==> src/rtl/ptw_pkg.sv <==
package ptw_pkg;
   localparam logic [1:0] ACC_LOAD   = 2'd0;
   localparam logic [1:0] ACC_STORE  = 2'd1;
   localparam logic [1:0] ACC_FETCH  = 2'd2;
   localparam logic [1:0] DA_MANAGER = 2'd3;

   localparam logic [3:0] FC_XLAT_SEC  = 4'd5;
   localparam logic [3:0] FC_XLAT_PAGE = 4'd7;
   localparam logic [3:0] FC_DOM_SEC   = 4'd9;
   localparam logic [3:0] FC_DOM_PAGE  = 4'd11;
   localparam logic [3:0] FC_PERM_SEC  = 4'd13;
   localparam logic [3:0] FC_PERM_PAGE = 4'd15;

   localparam logic [1:0] L1_SECTION = 2'b10;
   localparam logic [1:0] L1_TABLE   = 2'b01;

   typedef enum logic [1:0] {
      ST_IDLE = 2'd0,
      ST_L1   = 2'd1,
      ST_L2   = 2'd2,
      ST_DONE = 2'd3
   } walk_state_e;
endpackage

==> src/rtl/ptw_perm.sv <==
module ptw_perm
   import ptw_pkg::*;
(
   input  logic [1:0] ap,
   input  logic [1:0] dom_acc,
   input  logic [1:0] acc,
   input  logic       user,
   input  logic       sys_prot,
   input  logic       rom_prot,
   output logic [1:0] prot
);
   logic is_store;
   assign is_store = (acc == ACC_STORE);

   always_comb begin
      prot = 2'b00;
      if (dom_acc == DA_MANAGER) begin
         prot = 2'b11;
      end else begin
         unique case (ap)
            2'd0: begin
               if (!is_store) begin
                  if (sys_prot && !rom_prot)      prot = user ? 2'b00 : 2'b01;
                  else if (rom_prot && !sys_prot) prot = 2'b01;
               end
            end
            2'd1:    prot = user ? 2'b00 : 2'b11;
            2'd2:    prot = user ? (is_store ? 2'b00 : 2'b01) : 2'b11;
            default: prot = 2'b11;
         endcase
      end
   end

   always_comb begin
      AST_MANAGER_FULL: assert (dom_acc != DA_MANAGER || prot == 2'b11);
      AST_USER_AP1_NONE: assert (!(user && ap == 2'd1 && dom_acc != DA_MANAGER) || prot == 2'b00);
   end
endmodule

==> src/rtl/ptw_l2dec.sv <==
module ptw_l2dec #(
   parameter bit TINY_EN = 1'b1
) (
   input  logic [1:0]  l2_type,
   input  logic [31:4] l2_desc,
   input  logic [15:0] va_lo,
   output logic        pg_fault,
   output logic [31:0] pg_paddr,
   output logic [1:0]  pg_ap
);
   localparam int AP_FIELDS_W = 8;

   logic [AP_FIELDS_W-1:0] ap_fields;
   logic [2:0]             sel_large;
   logic [2:0]             sel_small;
   logic                   tiny_fault;
   logic [31:0]            tiny_paddr;
   logic [1:0]             tiny_ap;

   assign ap_fields = l2_desc[11:4];
   assign sel_large = {va_lo[15:14], 1'b0};
   assign sel_small = {va_lo[11:10], 1'b0};

   generate
      if (TINY_EN) begin : g_tiny
         assign tiny_fault = 1'b0;
         assign tiny_paddr = {l2_desc[31:10], va_lo[9:0]};
         assign tiny_ap    = l2_desc[5:4];
      end else begin : g_no_tiny
         assign tiny_fault = 1'b1;
         assign tiny_paddr = '0;
         assign tiny_ap    = '0;
      end
   endgenerate

   always_comb begin
      pg_fault = 1'b0;
      pg_paddr = '0;
      pg_ap    = '0;
      unique case (l2_type)
         2'd0: pg_fault = 1'b1;
         2'd1: begin
            pg_paddr = {l2_desc[31:16], va_lo[15:0]};
            pg_ap    = ap_fields[sel_large +: 2];
         end
         2'd2: begin
            pg_paddr = {l2_desc[31:12], va_lo[11:0]};
            pg_ap    = ap_fields[sel_small +: 2];
         end
         default: begin
            pg_fault = tiny_fault;
            pg_paddr = tiny_paddr;
            pg_ap    = tiny_ap;
         end
      endcase
   end
endmodule

==> src/rtl/ptw_walker.sv <==
module ptw_walker
   import ptw_pkg::*;
#(
   parameter int DW             = 32,
   parameter int FCSE_SPAN_LOG2 = 25,
   parameter bit TINY_EN        = 1'b1
) (
   input  logic          clk,
   input  logic          rst_n,
   input  logic          req_valid,
   output logic          req_ready,
   input  logic [DW-1:0] req_vaddr,
   input  logic [1:0]    req_acc,
   input  logic          req_user,
   input  logic [DW-1:0] req_ttb,
   input  logic [DW-1:0] req_dacr,
   input  logic [DW-1:0] req_pid,
   input  logic          req_mmu_en,
   input  logic          req_sys_prot,
   input  logic          req_rom_prot,
   output logic          mem_req_valid,
   input  logic          mem_req_ready,
   output logic [DW-1:0] mem_req_addr,
   input  logic          mem_rsp_valid,
   input  logic [DW-1:0] mem_rsp_data,
   output logic          done_valid,
   output logic          done_fault,
   output logic [DW-1:0] done_paddr,
   output logic [1:0]    done_prot,
   output logic [7:0]    ifsr,
   output logic [DW-1:0] ifar,
   output logic [7:0]    dfsr,
   output logic [DW-1:0] dfar
);
   localparam int TTB_LSB   = 14;
   localparam int SEC_SHIFT = 20;
   localparam int TBL_LSB   = 10;
   localparam int PG_SHIFT  = 12;
   localparam int DOM_LSB   = 5;
   localparam int DOM_W     = 4;
   localparam int FSR_W     = 8;

   if (DW != 32) begin : g_bad_dw
      $error("ptw_walker: descriptor layout needs DW == 32");
   end
   if (FCSE_SPAN_LOG2 < 1 || FCSE_SPAN_LOG2 >= DW) begin : g_bad_span
      $error("ptw_walker: FCSE_SPAN_LOG2 out of range");
   end

   walk_state_e           state_q;
   logic                  pend_q;
   logic [DW-1:0]         va_q, va_orig_q, dacr_q, mem_addr_q;
   logic [1:0]            acc_q, dacc_q;
   logic                  user_q, sys_q, rom_q;
   logic [DOM_W-1:0]      dom_q;
   logic [DW-1:0]         res_paddr_q;
   logic [1:0]            res_prot_q;
   logic                  res_fault_q;
   logic [FSR_W-1:0]      ifsr_q, dfsr_q;
   logic [DW-1:0]         ifar_q, dfar_q;

   logic [DW-1:0]         va_rel;
   logic                  rsp_hit;
   logic [DOM_W-1:0]      l1_dom;
   logic [1:0]            l1_dacc;
   logic                  pg_fault;
   logic [DW-1:0]         pg_paddr;
   logic [1:0]            pg_ap;
   logic [1:0]            perm_ap, perm_dacc, perm_prot;
   logic                  fin, fin_fault, go_l2;
   logic [3:0]            fin_code;
   logic [DOM_W-1:0]      fin_dom;
   logic [DW-1:0]         fin_paddr;
   logic [1:0]            fin_prot;
   logic                  sink_unused;

   assign sink_unused = ^{mem_rsp_data[4:2], mem_rsp_data[9], va_q[DW-1:SEC_SHIFT]};

   // Process relocation for the low window
   assign va_rel = (~|req_vaddr[DW-1:FCSE_SPAN_LOG2]) ? (req_vaddr + req_pid) : req_vaddr;

   assign rsp_hit = pend_q && mem_rsp_valid;
   assign l1_dom  = mem_rsp_data[DOM_LSB +: DOM_W];
   assign l1_dacc = dacr_q[{l1_dom, 1'b0} +: 2];

   ptw_l2dec #(.TINY_EN(TINY_EN)) u_l2dec (
      .l2_type  (mem_rsp_data[1:0]),
      .l2_desc  (mem_rsp_data[31:4]),
      .va_lo    (va_q[15:0]),
      .pg_fault (pg_fault),
      .pg_paddr (pg_paddr),
      .pg_ap    (pg_ap)
   );

   assign perm_ap   = (state_q == ST_L2) ? pg_ap  : mem_rsp_data[11:10];
   assign perm_dacc = (state_q == ST_L2) ? dacc_q : l1_dacc;

   ptw_perm u_perm (
      .ap       (perm_ap),
      .dom_acc  (perm_dacc),
      .acc      (acc_q),
      .user     (user_q),
      .sys_prot (sys_q),
      .rom_prot (rom_q),
      .prot     (perm_prot)
   );

   always_comb begin
      fin       = 1'b0;
      fin_fault = 1'b0;
      fin_code  = '0;
      fin_dom   = '0;
      fin_paddr = '0;
      fin_prot  = '0;
      go_l2     = 1'b0;
      unique case (state_q)
         ST_IDLE: begin
            if (req_valid && !req_mmu_en) begin
               fin       = 1'b1;
               fin_paddr = va_rel;
               fin_prot  = 2'b11;
            end
         end
         ST_L1: begin
            if (rsp_hit) begin
               fin_dom = l1_dom;
               if (mem_rsp_data[1:0] == L1_SECTION) begin
                  fin = 1'b1;
                  if (!l1_dacc[0]) begin
                     fin_fault = 1'b1;
                     fin_code  = FC_DOM_SEC;
                  end else if (perm_prot == 2'b00) begin
                     fin_fault = 1'b1;
                     fin_code  = FC_PERM_SEC;
                  end else begin
                     fin_paddr = {mem_rsp_data[DW-1:SEC_SHIFT], va_q[SEC_SHIFT-1:0]};
                     fin_prot  = perm_prot;
                  end
               end else if (mem_rsp_data[1:0] == L1_TABLE) begin
                  if (!l1_dacc[0]) begin
                     fin       = 1'b1;
                     fin_fault = 1'b1;
                     fin_code  = FC_DOM_PAGE;
                  end else begin
                     go_l2 = 1'b1;
                  end
               end else begin
                  fin       = 1'b1;
                  fin_fault = 1'b1;
                  fin_code  = FC_XLAT_SEC;
               end
            end
         end
         ST_L2: begin
            if (rsp_hit) begin
               fin     = 1'b1;
               fin_dom = dom_q;
               if (pg_fault) begin
                  fin_fault = 1'b1;
                  fin_code  = FC_XLAT_PAGE;
               end else if (perm_prot == 2'b00) begin
                  fin_fault = 1'b1;
                  fin_code  = FC_PERM_PAGE;
               end else begin
                  fin_paddr = pg_paddr;
                  fin_prot  = perm_prot;
               end
            end
         end
         default: ;
      endcase
   end

   always_ff @(posedge clk) begin
      if (!rst_n) begin
         state_q     <= ST_IDLE;
         pend_q      <= 1'b0;
         va_q        <= '0;
         va_orig_q   <= '0;
         dacr_q      <= '0;
         mem_addr_q  <= '0;
         acc_q       <= ACC_LOAD;
         dacc_q      <= '0;
         user_q      <= 1'b0;
         sys_q       <= 1'b0;
         rom_q       <= 1'b0;
         dom_q       <= '0;
         res_paddr_q <= '0;
         res_prot_q  <= '0;
         res_fault_q <= 1'b0;
         ifsr_q      <= '0;
         dfsr_q      <= '0;
         ifar_q      <= '0;
         dfar_q      <= '0;
      end else begin
         unique case (state_q)
            ST_IDLE: begin
               if (req_valid) begin
                  va_q       <= va_rel;
                  va_orig_q  <= req_vaddr;
                  acc_q      <= req_acc;
                  user_q     <= req_user;
                  dacr_q     <= req_dacr;
                  sys_q      <= req_sys_prot;
                  rom_q      <= req_rom_prot;
                  mem_addr_q <= {req_ttb[DW-1:TTB_LSB], va_rel[DW-1:SEC_SHIFT], 2'b00};
                  pend_q     <= 1'b0;
                  state_q    <= req_mmu_en ? ST_L1 : ST_DONE;
               end
            end
            ST_L1, ST_L2: begin
               if (mem_req_valid && mem_req_ready) pend_q <= 1'b1;
               if (go_l2) begin
                  mem_addr_q <= {mem_rsp_data[DW-1:TBL_LSB], va_q[SEC_SHIFT-1:PG_SHIFT], 2'b00};
                  dom_q      <= l1_dom;
                  dacc_q     <= l1_dacc;
                  pend_q     <= 1'b0;
                  state_q    <= ST_L2;
               end
            end
            default: state_q <= ST_IDLE;
         endcase
         if (fin) begin
            state_q     <= ST_DONE;
            pend_q      <= 1'b0;
            res_paddr_q <= fin_paddr;
            res_prot_q  <= fin_prot;
            res_fault_q <= fin_fault;
            if (fin_fault) begin
               if (acc_q == ACC_FETCH) begin
                  ifsr_q <= {fin_dom, fin_code};
                  ifar_q <= va_orig_q;
               end else begin
                  dfsr_q <= {fin_dom, fin_code};
                  dfar_q <= va_orig_q;
               end
            end
         end
      end
   end

   assign req_ready     = (state_q == ST_IDLE);
   assign mem_req_valid = ((state_q == ST_L1) || (state_q == ST_L2)) && !pend_q;
   assign mem_req_addr  = mem_addr_q;
   assign done_valid    = (state_q == ST_DONE);
   assign done_fault    = res_fault_q;
   assign done_paddr    = res_paddr_q;
   assign done_prot     = res_prot_q;
   assign ifsr          = ifsr_q;
   assign ifar          = ifar_q;
   assign dfsr          = dfsr_q;
   assign dfar          = dfar_q;

   AST_BYPASS_ONE_CYCLE: assert property (@(posedge clk) disable iff (!rst_n)
      (req_ready && req_valid && !req_mmu_en) |=> (done_valid && !done_fault && done_prot == 2'b11 && !mem_req_valid));
   AST_FAULT_NO_PROT: assert property (@(posedge clk) disable iff (!rst_n)
      (done_valid && done_fault) |-> (done_prot == 2'b00));
   AST_DFSR_CODE: assert property (@(posedge clk) disable iff (!rst_n)
      (dfsr != 8'h00) |-> (dfsr[0] && dfsr[3:0] >= 4'd5));
   AST_IFSR_CODE: assert property (@(posedge clk) disable iff (!rst_n)
      (ifsr != 8'h00) |-> (ifsr[0] && ifsr[3:0] >= 4'd5));
   AST_MEM_HOLD: assert property (@(posedge clk) disable iff (!rst_n)
      (mem_req_valid && !mem_req_ready) |=> (mem_req_valid && $stable(mem_req_addr)));
   AST_DONE_ONE_CYCLE: assert property (@(posedge clk) disable iff (!rst_n)
      done_valid |=> (!done_valid && req_ready));
endmodule

==> config.mk <==
export PLATFORM = sky130hd
export DESIGN_NAME = ptw_walker
export DESIGN_NICKNAME = d
export VERILOG_FILES = /design/src/rtl/ptw_pkg.sv /design/src/rtl/ptw_perm.sv /design/src/rtl/ptw_l2dec.sv /design/src/rtl/ptw_walker.sv
export SDC_FILE = /design/constraint.sdc
export NUM_CORES = 1
export LEC_CHECK = 0
export BUFFER_PORTS_ARGS = -buffer_cell sky130_fd_sc_hd__buf_2
export CAP_MARGIN = 20
export CORE_MARGIN = 2
export CORE_UTILIZATION = 54
export CTS_CLUSTER_DIAMETER = 50
export DETAILED_ROUTE_END_ITERATION = 12
export PLACE_DENSITY = 0.81
export SLEW_MARGIN = 20
export SYNTH_ARGS = -nofsm -noshare
export SYNTH_HDL_FRONTEND = slang
export SYNTH_SLANG_ARGS = --single-unit
==> constraint.sdc <==
create_clock -name clk -period 4.4 [get_ports clk]
set_input_delay 0.66 -clock clk [delete_from_list [all_inputs] [get_ports clk]]
set_output_delay 0.66 -clock clk [all_outputs]
set_load 0.03 [all_outputs]
==> summary.txt, run 1 <==
Outcome
  • Outcome: completed

Setup path
  • Worst r2r dst: ifar[23]
  • Startpoint Class: primary input
  • Crit path capture type: register
  • CP Class: primary input to register
  • Flop-to-flop setup slack: 810 ps
  • Crit path DAT: 4270 ps
  • Crit Path Max Fanout: 33
  • Worst Path Required: 4870 ps
  • Worst r2r src: va_q[14]
  • Worst Reg-to-Reg Cells: 10

Floorplan
  • Num ports: 321
  • Core outline area: 0.0224 sq mm
  • Initial Util: 54.6%
  • Die height: 155 microns
  • Row count: 55
  • Die Wd: 155 microns
  • Die Area: 0.0239 sq mm

Clocking
  • Post-CTS Resized: 0
  • Hold buffer count at CTS: 0
  • H-Tree Depth: 1
  • Setup Buffers After CTS: 0
  • CTS tree: built
  • Total CTS buffers: 29
  • CTS Buffer Depth: 3
  • Root Buffer: clkbuf_16
  • Reg clk slew, reported paths: 60 ps
  • Clock sink count: 243
  • Insertion delay to the later sink of the worst-skew pair: 550 ps

Layout
  • Fillers: 1,871
  • Post-route cell area: 0.0149 sq mm
  • Commonest cells after routing, fill and taps aside: nand2_1 (323), buf_2 (301), dfxtp_1 (243), a21oi_1 (147), mux2i_1 (116)
  • Area delta synth->final: 21.8%
  • Fin nets: 1,952
  • Share of layout cells above drive strength 1: 23.1%
  • Most common cell after layout, fill and taps aside: nand2_1
  • Final Non-Filler Cells: 2,047

Routing
  • Routed WL per cell: 18.7 microns
  • Via density: 5.86
  • DRC errors left: 0
  • Via count: 11,997
  • Final WL: 38,400 microns
  • DRT iter0 DRCs: 1,018
  • Detail Route Antenna Nets: 0
  • Drt first pass iters: 6

Timing
  • RSZ-0062 raised after global routing: no
  • Least-Margin Pin Slew: 1070 ps
  • Max-slew violations: 0
  • Period minus WS final: 3800 ps
  • Final count of hold timing violations: 0
  • Setup violators final: 0
  • Setup Skew: 12.0 ps
  • Slew headroom: 28.7%
  • Max Fclk: 0.263 GHz
  • Tcrit/Tclk final: 86.3%
  • Setup TNS: 0 ps

Power
  • Leakage: 6.33 nW
  • Clock power share: 29.4%
  • Pwr Density: 559 mW/mm^2
  • VDD IR-drop max: 327 uV
  • Psw: 3.28 mW
  • Total internal power: 5.05 mW
  • Seq pwr share: 34.0%
  • Switching fraction of total power: 39.4%
  • Gate power share: 36.6%

Global route
  • First-pass GRT wire length: 60,300 microns
  • Number of global-route vias before repair: 11,472
  • Global router's overall resource usage: 31.1%
  • Largest net degree at the start of global routing: 101
  • GR Overflow Total: 0
  • Initial antenna violation count: 1

Synth
  • Synth cell types: 76
  • FF+latch count, synth: 243
  • Post-synthesis sequential area ratio: 39.7%
  • Mapped Area: 0.0122 sq mm
  • YS warnings: 0
  • Most used DFF post-synth: dfxtp_1
  • Syn Inst Count: 1,486
  • Syn_area_per_cell: 8.24 sq um
  • EDFF count, synth: 0
  • Post-synth ARST share: 0%

Placement
  • Dpl cells: 1,994
  • RD Place Congestion: 0.925
  • Placed instance area: 0.0139 sq mm
  • Port Buffers: 302
  • Hpwl dp: 27,700 microns

Hold path
  • Hold_sp: req_dacr[3]
  • Hold Path Sink: dacr_q[3]
  • Worst Hold Class: primary input to register
  • Hold path depth: 3

Flow run
  • Max-cap violation count: 0
Yosys cell counts, types with 9 or more instances:
| cell | instances | area [sq um] |
|---|---|---|
| a211oi_1 | 46 | 345 |
| inv_1 | 23 | 86.3 |
| nand2_1 | 324 | 1220 |
| buf_1 | 9 | 33.8 |
| nor2_1 | 99 | 372 |
| o21ai_0 | 76 | 380 |
| a31oi_1 | 20 | 125 |
| a221oi_1 | 13 | 114 |
| a21oi_1 | 147 | 736 |
| ha_1 | 40 | 500 |
| mux2i_1 | 116 | 1160 |
| mux4_2 | 10 | 225 |
| clkbuf_1 | 86 | 323 |
| nand2b_1 | 10 | 62.6 |
| nand3_1 | 22 | 110 |
| nor3_1 | 20 | 100 |
| dfxtp_1 | 243 | 4860 |
| xnor2_1 | 12 | 105 |
| a21o_1 | 12 | 90.1 |
| xor2_1 | 11 | 96.3 |
final cells by class:
| cell class | count | area (sq um) | share of cell area [%] |
|---|---|---|---|
| tap | 285 | 357 | 2.39 |
| clock buffer | 35 | 778 | 5.22 |
| inverter | 24 | 92.6 | 0.621 |
| sequential | 243 | 4860 | 32.6 |
| antenna | 1 | 2.50 | 0.0168 |
| timing repair buffer | 329 | 1750 | 11.8 |
| multi-input combinational | 1113 | 6860 | 46.0 |
| clock inverter | 17 | 196 | 1.32 |
logic make-up (layout without fill, tap and decap cells):
logic type / Yosys count / count (layout) / synth area share (%)
other: 1 / 3 / 0.0306
adder cells (fa/ha/maj): 42 / 42 / 4.33
XOR/XNOR: 23 / 23 / 1.65
buffers and inverters: 131 / 405 / 4.52
multiplexers: 128 / 128 / 11.5
AND/OR/NAND/NOR: 527 / 527 / 18.3
AO/OA/AOI/OAI: 391 / 391 / 20.0
flip-flops: 243 / 243 / 39.7
critical path: stages:
cell	delay (ps)
buf_2	120
inv_1	70
ha_1	250
mux2_2	400
mux4_2	440
a21boi_1	280
a41oi_1	190
a31o_2	310
o22ai_1	160
or4b_4	530
nor3b_4	270
buf_12	300
mux2i_1	250
metal layers:
layer,part of all wire (%),track usage [%]
met1,41,39.5
met2,47,52.6
met3,8.6,5.77
met4,3.6,12.2
met5,0,0
state kept, by name, indices dropped and copies added, names as in the netlist, 2 cells and up:
signal and flops:
acc_q 2, dacc_q 2, dacr_q 32, dfar 32, dfsr 8, dom_q 4, done_paddr 32, done_prot 2
ifar 32, ifsr 8, mem_req_addr 30, state_q 2, va_orig_q 32, va_q 20
worst max path at each step:
stage | start | cells past startpoint | slack [ps] | endpoint
2_1_floorplan | mem_rsp_data[0] | 12 | 560 | ifsr[2]
3_3_place_gp | mem_rsp_data[0] | 13 | 180 | ifar[12]
3_5_place_dp | mem_rsp_data[0] | 13 | 80 | ifar[23]
4_1_cts | mem_rsp_data[0] | 13 | 630 | ifar[23]
5_1_grt | mem_rsp_data[0] | 13 | 400 | ifar[20]
6_report | mem_rsp_data[0] | 13 | 600 | ifar[23]
per-stage QoR:
step	hold slack, ps	util [%]	setup WS [ps]	total power [mW]
6_report	340	66.4	602	8.33
5_1_grt	338	66.4	400	8.78
4_1_cts	322	66.4	630	8.34
3_5_place_dp	444	62.1	82.3	5.89
3_3_place_gp	439	62.1	176	5.81
2_1_floorplan	433	-	555	4.98
power groups by stage:
stage	combinational, mW	sequential, mW	clock, mW
5_1_grt	3.33	2.88	2.58
6_report	3.05	2.83	2.45
3_3_place_gp	2.96	2.85	0
2_1_floorplan	1.73	3.25	0
4_1_cts	3.04	2.83	2.48
3_5_place_dp	3.02	2.87	0
No activity file was read; power rests on OpenSTA's default activity.
==> inputs of run 2 (changes only) <==
--- a/config.mk
+++ b/config.mk
@@ -5,7 +5,7 @@
 export SDC_FILE = /design/constraint.sdc
 export NUM_CORES = 1
 export LEC_CHECK = 0
-export BUFFER_PORTS_ARGS = -buffer_cell sky130_fd_sc_hd__buf_2
+export BUFFER_PORTS_ARGS = -buffer_cell sky130_fd_sc_hd__clkbuf_2
 export CAP_MARGIN = 20
 export CORE_MARGIN = 2
 export CORE_UTILIZATION = 54
==> summary.txt, run 2 (synthesized netlist as in run 1, its figures left out) <==
Outcome
  • Outcome: completed

Setup path
  • Slowest stage cell on the critical path: or4b_4
  • Crit Path Max Fanout: 21 (-36%)
  • Worst r2r src: va_q[14]
  • Crit. Startpoint: mem_rsp_data[0]
  • Most frequent CP cell: mux2i_1
  • Crit-path cells: clkbuf_2 > inv_1 > ha_1 > mux2i_1 > mux2i_1 > o31ai_1 > or4_1 > a31o_2 > o22ai_1 > or4b_4 > nor3b_4 > buf_12 > mux2i_1
  • CP max stage delay: 540 ps (about the same)
  • Crit path capture type: register
  • Buffers plus inverters on the worst setup path: 3 (unchanged)
  • Delay-heaviest family, CP: simple AND/OR/NAND/NOR gates
  • Worst Path Required: 4860 ps (about the same)
  • CP Class: primary input to register
  • Startpoint Class: primary input
  • Crit path DAT: 4260 ps (about the same)

Timing
  • Setup TNS: 0 ps (unchanged)
  • Setup Skew: 14.5 ps (+2.48 ps)
  • RSZ-0062 raised after global routing: no
  • Least-Margin Pin Slew: 1070 ps (+0.495 ps)
  • Final count of hold timing violations: 0 (unchanged)
  • Period minus WS final: 3800 ps (+6.66 ps)
  • Max Fclk: 0.263 GHz (-0.17%)
  • Setup violators final: 0 (unchanged)
  • Tcrit/Tclk final: 86.5% (+0.15 points)
  • Max-slew violations: 0 (unchanged)
  • Slew headroom: 28.7% (-0.033 points)

Clocking
  • Post-CTS Resized: 0 (unchanged)
  • Setup Buffers After CTS: 0 (unchanged)
  • Clock sink count: 243 (unchanged)
  • H-Tree Depth: 1 (unchanged)
  • CTS Buffer Depth: 3 (unchanged)
  • CTS tree: built
  • Reg clk slew, reported paths: 60 ps (about the same)
  • Total CTS buffers: 29 (unchanged)
  • Insertion delay to the later sink of the worst-skew pair: 550 ps (about the same)
  • Root Buffer: clkbuf_16
  • Hold buffer count at CTS: 0 (unchanged)

Hold path
  • Hold_sp: req_acc[1]
  • Worst Hold Class: primary input to register

Floorplan
  • Core outline area: 0.0224 sq mm (unchanged)
  • Num ports: 321 (unchanged)
  • Die Wd: 155 microns (unchanged)
  • Die Area: 0.0239 sq mm (unchanged)
  • Initial Util: 54.6% (unchanged)
  • Die height: 155 microns (unchanged)
  • Row count: 55 (unchanged)

Routing
  • Via density: 5.87 (+0.15%)
  • Drt first pass iters: 6 (unchanged)
  • DRC errors left: 0 (unchanged)
  • Routed WL per cell: 18.6 microns (-0.68%)
  • DRT iter0 DRCs: 1,043 (+2.5%)
  • Final WL: 38,200 microns (-0.49%)
  • Via count: 12,039 (+0.35%)
  • Detail Route Antenna Nets: 0 (unchanged)

Global route
  • Initial antenna violation count: 0 (-1)
  • First-pass GRT wire length: 59,500 microns (-1.2%)
  • Number of global-route vias before repair: 11,309 (-1.4%)
  • GR Overflow Total: 0 (unchanged)
  • Largest net degree at the start of global routing: 101 (unchanged)
  • Global router's overall resource usage: 30.7% (-0.41 points)

Placement
  • Dpl cells: 1,997 (+0.15%)
  • Hpwl dp: 27,800 microns (+0.51%)
  • Port Buffers: 302 (unchanged)
  • RD Place Congestion: 0.928 (+0.34%)

Layout
  • Final Non-Filler Cells: 2,051 (+0.20%)
  • Fin nets: 1,955 (+0.15%)
  • Area delta synth->final: 22.8%
  • Register area: 0.00486 sq mm (unchanged)
  • Fillers: 1,860 (-0.59%)
  • # diodes: 0 (-1)
  • Share of layout cells above drive strength 1: 23.3% (+0.22 points)
  • Commonest cells after routing, fill and taps aside: nand2_1 (323), clkbuf_2 (301), dfxtp_1 (243), a21oi_1 (147), mux2i_1 (116)
  • Area of the multi-input gates: 0.00686 sq mm (unchanged)
  • Most common cell after layout, fill and taps aside: nand2_1

Flow run
  • Max-cap violation count: 0 (unchanged)

Power
  • VDD IR-drop max: 423 uV (+29%)
  • Pwr Density: 564 mW/mm^2 (+0.87%)
  • Leakage: 6.30 nW (-0.54%)
==> run 2: cell count changes in the layout (fill, tap and decap cells not counted), moves of 2 or more <==
cell | before | now
clkbuf_8 | 3 | 6
clkinv_8 | 0 | 2
clkbuf_2 | 0 | 301
buf_2 | 301 | 0
clkinv_2 | 6 | 2
buf_12 | 3 | 5
==> run 2: final timing paths <==
path / cells past startpoint / slack [ps] / endpoint
max: 13 / 600 / ifar[14]
min: 3 / 320 / acc_q[1]
max reg2reg: 10 / 800 / ifar[14]
min reg2reg: 2 / 450 / dacr_q[24]
==> run 2: routing by layer <==
layer | part of all wire [%] | routed length [microns] | track usage (%) | vias to the layer above
li1 | - | - | - | 5788
met1 | 41 | 15600 | 38.7 | 5636
met2 | 47 | 18100 | 52.7 | 522
met3 | 7.9 | 3030 | 5.41 | 93
met4 | 3.8 | 1460 | 11.4 | 0
met5 | 0 | 0 | 0 | -
==> run 2: layout make-up <==
class	count	share of cell area, %
clock buffer	38	5.45
inverter	24	0.616
tap	285	2.37
sequential	243	32.4
clock inverter	16	1.57
multi-input combinational	1113	45.6
timing repair buffer	332	12.0
==> run 2: power by group <==
| group | internal, mW | leakage [nW] | switching [mW] | total [mW] |
|---|---|---|---|---|
| clock | 1.57 | 0.513 | 1.01 | 2.59 |
| sequential | 2.60 | 1.98 | 0.242 | 2.84 |
| combinational | 1.00 | 3.80 | 2.04 | 3.05 |
| total | 5.17 | 6.30 | 3.30 | 8.47 |
==> run 2: stage by stage <==
stage / hold WS, ps / area [sq um] / power (mW) / utilization (%) / worst slack (ps)
after floorplan: 433 / 12200 / 4.98 / - / 555
after detailed placement: 447 / 14000 / 5.90 / 62.3 / 116
after CTS: 312 / 15000 / 8.48 / 67.0 / 652
final: 323 / 15000 / 8.47 / 67.0 / 596
after global placement: 439 / 14000 / 5.82 / 62.3 / 172
after global routing: 320 / 15000 / 8.90 / 67.0 / 440
==> run 2: worst register-to-register path, stage by stage, from the launching register on <==
cell	delay [ps]
dfxtp_1	400
mux2i_1	390
mux2i_1	280
o31ai_1	120
or4_1	530
a31o_2	250
o22ai_1	160
or4b_4	540
nor3b_4	330
buf_12	240
mux2i_1	290
